--- src/rtl/memctl_keyed_regs.sv ---
module memctl_keyed_regs #(
  parameter int GEN    = 1,
  parameter int MEM_MB = 512,
  parameter int ADDR_W = 12,
  parameter int WORDS  = 64
) (
  input  logic              clk,
  input  logic              rst_n,
  input  logic [ADDR_W-1:0] addr,
  input  logic              wr_en,
  input  logic [31:0]       wr_data,
  output logic [31:0]       rd_data
);
  localparam int          IDX_W    = ADDR_W - 2;
  localparam int          SEL_W    = $clog2(WORDS);
  localparam logic [31:0] KEY      = 32'hFC60_0309;
  localparam int          CONF_IDX = 1;
  localparam int          STAT_IDX = 24;

  function automatic logic [1:0] size_code(input int gen, input int mb);
    if (gen == 0) begin
      case (mb)
        64:      return 2'd0;
        128:     return 2'd1;
        512:     return 2'd3;
        default: return 2'd2;
      endcase
    end else begin
      case (mb)
        128:     return 2'd0;
        256:     return 2'd1;
        1024:    return 2'd3;
        default: return 2'd2;
      endcase
    end
  endfunction

  localparam logic [1:0]  CODE    = size_code(GEN, MEM_MB);
  localparam logic [31:0] RO_MASK = (GEN == 0) ? 32'hFFFF_F84C : 32'hF00F_C04C;
  localparam logic [31:0] FIXED   = (GEN == 0) ? {24'h0, 8'h40} | {30'h0, CODE}
                                               : 32'h1008_000C | {30'h0, CODE};

  logic [31:0]      mem [WORDS];
  logic [IDX_W-1:0] idx;
  logic [SEL_W-1:0] sel;
  logic             in_range;
  logic             unlocked;
  logic [31:0]      wval;

  assign idx      = addr[ADDR_W-1:2];
  assign sel      = idx[SEL_W-1:0];
  assign in_range = (idx < IDX_W'(WORDS));
  assign unlocked = mem[0][0];

  always_comb begin
    wval = wr_data;
    if (sel == SEL_W'(CONF_IDX))
      wval = (wr_data & ~RO_MASK) | FIXED;
    else if (GEN == 1 && sel == SEL_W'(STAT_IDX))
      wval = wr_data & ~32'h1;
  end

  always_ff @(posedge clk) begin
    if (!rst_n) begin
      for (int i = 0; i < WORDS; i++) mem[i] <= '0;
      mem[CONF_IDX] <= FIXED;
    end else if (wr_en && in_range) begin
      if (sel == '0)
        mem[0] <= {31'h0, wr_data == KEY};
      else if (unlocked)
        mem[sel] <= wval;
    end
  end

  always_ff @(posedge clk) begin
    if (!rst_n) rd_data <= '0;
    else        rd_data <= in_range ? mem[sel] : '0;
  end
endmodule


--- config.mk ---
export PLATFORM = sky130hd
export DESIGN_NAME = memctl_keyed_regs
export DESIGN_NICKNAME = d
export VERILOG_FILES = /design/src/rtl/memctl_keyed_regs.sv
export SDC_FILE = /design/constraint.sdc
export NUM_CORES = 2
export LEC_CHECK = 0
export BUFFER_PORTS_ARGS = -buffer_cell sky130_fd_sc_hd__buf_2
export CAP_MARGIN = 40
export CORE_MARGIN = 5
export CORE_UTILIZATION = 40
export CTS_BUF_LIST = sky130_fd_sc_hd__clkbuf_4 sky130_fd_sc_hd__clkbuf_8
export DETAILED_ROUTE_END_ITERATION = 16
export GPL_TIMING_DRIVEN = 0
export PLACE_DENSITY_LB_ADDON = 0.08
export SYNTH_ARGS = -nofsm -noshare
export SYNTH_HDL_FRONTEND = slang
export SYNTH_SLANG_ARGS = --single-unit
--- constraint.sdc ---
create_clock -name clk -period 5.9 [get_ports clk]
set_input_delay 1.18 -clock clk [delete_from_list [all_inputs] [get_ports clk]]
set_output_delay 1.18 -clock clk [all_outputs]
set_load 0.01 [all_outputs]
Yosys cells after proc, flatten, opt, wreduce, memory -nomap -nowiden
Memory sizes are Yosys's and may differ from the RTL's. A register that Yosys moved wholly into a read port is not among the register bits. Cells that the tools add are included.

Muxes and demuxes: 17. Magnitude comparators: 1. Eq/ne operators: 3. Bitwise logic cells: 2. Reductions and logical operators: 5.

Operator list (number): 2-to-1 mux 32 bit (4); == test 32 bit, second input constant (1); OR reduction 32 bit (1); 2-to-1 mux 1 bit (12); less-than comparator 10 x 7 -> 1 bit, second input constant (1); == test 6 x 1 -> 1 bit, second input constant (1); == test 6 x 5 -> 1 bit, second input constant (1); logical NOT 6 bit (1); 2-to-1 mux 6 bit (1); bitwise OR 1 bit (2); AND reduction 2 bit (1); logical AND 1 bit (1); logical NOT 1 bit (1).

Memories kept: 1. Output and inout port bits: 32. Logic and storage cells: 29. Memory bits (writable): 2048. Bits in registers: 0. Input port bits: 47.

Memory list: mem (words 64, bits a word 32, read ports 2, clocked after memory_dff 1, write ports 64, RTL line 43) `logic [31:0] mem [WORDS];`.

Logic depth before layout (Yosys ltp)
Depth in word-level cells: 7. Depth in mapped cells: 10. Gate-level depth less buffers: 6.

Least setup slack after synthesis
No wires, ideal clock.

Path type: input port to flip-flop. From: input addr[11]. To: memory mem[14][0], enable pin. Path slack: 2112 ps. Cell stages on the path: 9. Data arrival time: 3398 ps. Buffers on the path: 3. Data required time: 5511 ps. Library setup time: 389 ps. Cell sequence: nor4_2 -> nand2_1 -> or3_1 -> buf_6 -> nor2_8 -> buf_6 -> nand2_2 -> buf_2 -> nand2_1.

RTL lines: start: declaration (RTL line 9) `input logic [ADDR_W-1:0] addr,`; end: declaration (RTL line 43).

Final worst setup path
From: input addr[4]. To: register rd_data[9] (read register of mem).

Longest elaborated chain between the ends: 3.

Ends and longest elaborated chain: less-than comparator 10 x 7 -> 1 bit (RTL line 52) `assign in_range = (idx < IDX_W'(WORDS));`; AND reduction 2 bit (no source line); logical NOT 1 bit (no source line); end: declaration (RTL line 12) `output logic [31:0] rd_data`.

Parallel ways exist; a longest one is shown, timed or not.

==> metrics.log <==
[metrics] run status: complete, no violations
[metrics] top sig layer: met5
[metrics] number of buffers added to fix hold violations after cts: 0
[metrics] number of endpoints failing setup at the final stage: 0
[metrics] Post-synth EDFFs: 2048
[metrics] Die Outline Area: ~240000 um2
[metrics] total negative slack for setup checks: 0 ns
[metrics] deepest clock path buffer count: 4
[metrics] final cell utilization of the core: ~47%
[metrics] RSZ-0062 raised after global routing: no
[metrics] area of all placed cells without fillers: ~110000 um2
[metrics] CTS-repair resized insts: 0
[metrics] number of distinct library cells after synthesis: between 50 and 60
[metrics] most used flip-flop cell after synthesis: edfxtp_1
[metrics] maximum number of pins on one net before global-route repair: 31
[metrics] time the worst path needs with I/O delays and setup: roughly 4.5 ns
[metrics] Pre-Repair DR Iteration Count: 6
[metrics] Routed Antenna Nets: 0
[metrics] cell count after synthesis: 6870
[metrics] overflow left after global routing: 0
[metrics] total area of multi-input combinational cells: 25200 um2
[metrics] warning count from the yosys run: 0
[metrics] timing-limited maximum frequency: 221 MHz
[metrics] netlist area before placement: 90400 um2
[metrics] classification of the worst-slack hold path: in2reg
[metrics] top cell type's share of synthesized area: between 60% and 70%
[metrics] Slew headroom: between 20% and 30%
[metrics] total clock sinks: ~2100
[metrics] synthesis-stage register bit count: 2080
[metrics] clk_lat worst skew: roughly 1.1 ns
[metrics] reported leakage power: ~43 nW
[metrics] CTS Root Buffer Type: clkbuf_8
[metrics] final slew viol count: 0
[metrics] Final Wtd Congestion: around 1
[metrics] wire length of the first global-routing pass: roughly 570 mm
[metrics] TritonCTS clock tree: done
[metrics] number of global-route vias before repair: about 66000
[metrics] aggregate global-route resource usage: between 30% and 40%
[metrics] wl on met1: around 160 mm
[metrics] power density over the cells: 312 nW/um2
[metrics] footprint of the flip-flops and latches: ~62000 um2
[metrics] Post-DP HPWL: 314 mm
[metrics] initial antenna violation count: 48
[metrics] count of maximum capacitance violations: 0
[metrics] number of standard-cell rows in the floorplan: ~170
[metrics] critical path arrival: approximately 5.3 ns
[metrics] Routed WL: around 430 mm
[metrics] area after detailed placement: slightly below 100000 um2
[metrics] top cells by instance count after synthesis: edfxtp_1, nor2_1, and3_1
[metrics] biggest area consumer among synthesized cells: edfxtp_1
[metrics] endpoint kind of the worst setup timing path: flip-flop
[metrics] Met2 Routed Length: between 150 and 200 mm
[metrics] Die X: just under 500 um
[metrics] total clock buffers created by CTS: around 380
[metrics] critical path required time: 6.69 ns
[metrics] initial core utilization: about two fifths
[metrics] number of fill cells in the layout: between 20000 and 25000
[metrics] type of element launching the critical path: input pin
[metrics] clock skew: about 0.11 ns
[metrics] CP max FO: 10
[metrics] placeable core region: between 200000 and 250000 um2
[metrics] Iter 0 DRT Violations: between 10000 and 15000
[metrics] net count reported at finish: about 7600
[metrics] slew at the pin closest to its max-slew limit: 1.05 ns
[metrics] VDD IR max: ~0.00027 V
[metrics] Async S/R FF share, synth: 0%
[metrics] Setup Crit Path Kind: in2reg
[metrics] count of input and output buffers: 57
[metrics] number of H-tree levels: 5
[metrics] Met3 Wirelength: roughly 50 mm
[metrics] DRC Markers: 0
[metrics] total via count after detailed routing: between 60000 and 70000
[metrics] detailed-route wire length per cell: about 40 um
[metrics] CTS clock-pin slew for the worst setup and hold paths: about 0.06 ns
[metrics] Vias/cell: 6.34
[metrics] leading cell type by number of instances after synthesis: edfxtp_1
[metrics] number of setup buffers added after CTS: 0
[metrics] top cells by area in the synthesized netlist: edfxtp_1, and3_1, nor2_1
[metrics] synthesized area divided by synthesized cell count: 13.2 um2
[metrics] synthesis-to-finish area growth: 16.4%
[metrics] fraction of the yosys area taken by sequential cells: ~69%
[metrics] share of final-layout standard cells stronger than drive strength 1: 16.4%
[metrics] I/O pin count: between 70 and 80
[metrics] number of failing hold endpoints at the final stage: 0
[metrics] Final period util: between 70% and 80%
[metrics] Die H: 485 um
-- report_power, final --
group | internal [mW] | total [mW] | leakage (nW) | switching (mW)
combinational | 0.624 | 2.74 | 16.6 | 2.12
sequential | 16.6 | 16.7 | 22.2 | 0.116
clock | 7.10 | 13.4 | 3.76 | 6.32
-- layout by cell type (no fill, tap or decap), types with 64 or more instances in the layout --
cell type / n
a221oi_1: 345
nor2_1: 1101
mux4_2: 65
o22ai_1: 130
a22oi_1: 183
buf_12: 66
clkbuf_1: 525
nand2_2: 72
clkbuf_8: 391
clkinv_1: 69
clkbuf_2: 64
mux2i_1: 275
o21ai_0: 186
buf_2: 279
clkbuf_4: 144
nand2_1: 225
and3_1: 1057
edfxtp_1: 2048
-- routing by layer --
metal / vias to the layer above / global-route usage, %
met5: - / 0
met4: 10 / 24.0
met3: 1085 / 9.48
met2: 4935 / 52.0
met1: 35300 / 46.5
li1: 27600 / -
-- state kept, by name (all words and copies together) (netlist names) --
register / flops
rd_data: 32
mem: 2048
-- cells by family after synthesis --
group | after synthesis | share of synthesized area [%]
AO/OA/AOI/OAI | 1046 | 8.53
other | 2 | 0.00831
buffers and inverters | 816 | 3.82
AND/OR/NAND/NOR | 2583 | 14.2
flip-flops | 2080 | 68.7
multiplexers | 343 | 4.70
-- final timing paths --
path,slack [ns],depth (start not counted),endpoint,from
max,1.38,8,rd_data[9]$_SDFF_PN0_,addr[4]
min,0.47,3,mem[7][1]$_SDFFCE_PN0P_,wr_data[1]
max reg2reg,1.75,9,mem[24][18]$_SDFFCE_PN0P_,mem[0][0]$_DFFE_PP_
min reg2reg,0.79,4,rd_data[23]$_SDFF_PN0_,mem[18][23]$_SDFFCE_PN0P_
-- per-stage QoR --
stage                     total power [mW]  hold WS, ns  std cells  worst slack [ns]
after floorplan                       18.1        0.627       6914              2.11
after global placement                19.4        0.783       9963            -0.933
after detailed placement              19.6        0.785      10200             0.460
after CTS                             32.7        0.384      10800              1.66
after global routing                  33.6        0.446      10800              1.62
final                                 32.8        0.466      10900              1.38
-- layout make-up --
type | instances | share of cell area [%]
Sequential cell | 2080 | 59.0
Buffer | 813 | 3.30
Clock buffer | 531 | 6.11
Antenna cell | 33 | 0.0785
Multi-Input combinational cell | 4018 | 23.9
Tap cell | 2992 | 3.56
Clock inverter | 111 | 0.542
Inverter | 3 | 0.0107
Timing Repair Buffer | 284 | 3.44
-- critical path: stages --
cell     delay [ns]
buf_4          0.30
buf_2          0.55
buf_2          0.63
buf_2          0.80
mux2i_1        0.26
o22ai_1        0.09
o21ai_0        0.82
a41oi_1        0.62
(Power assumes the default switching activity.)
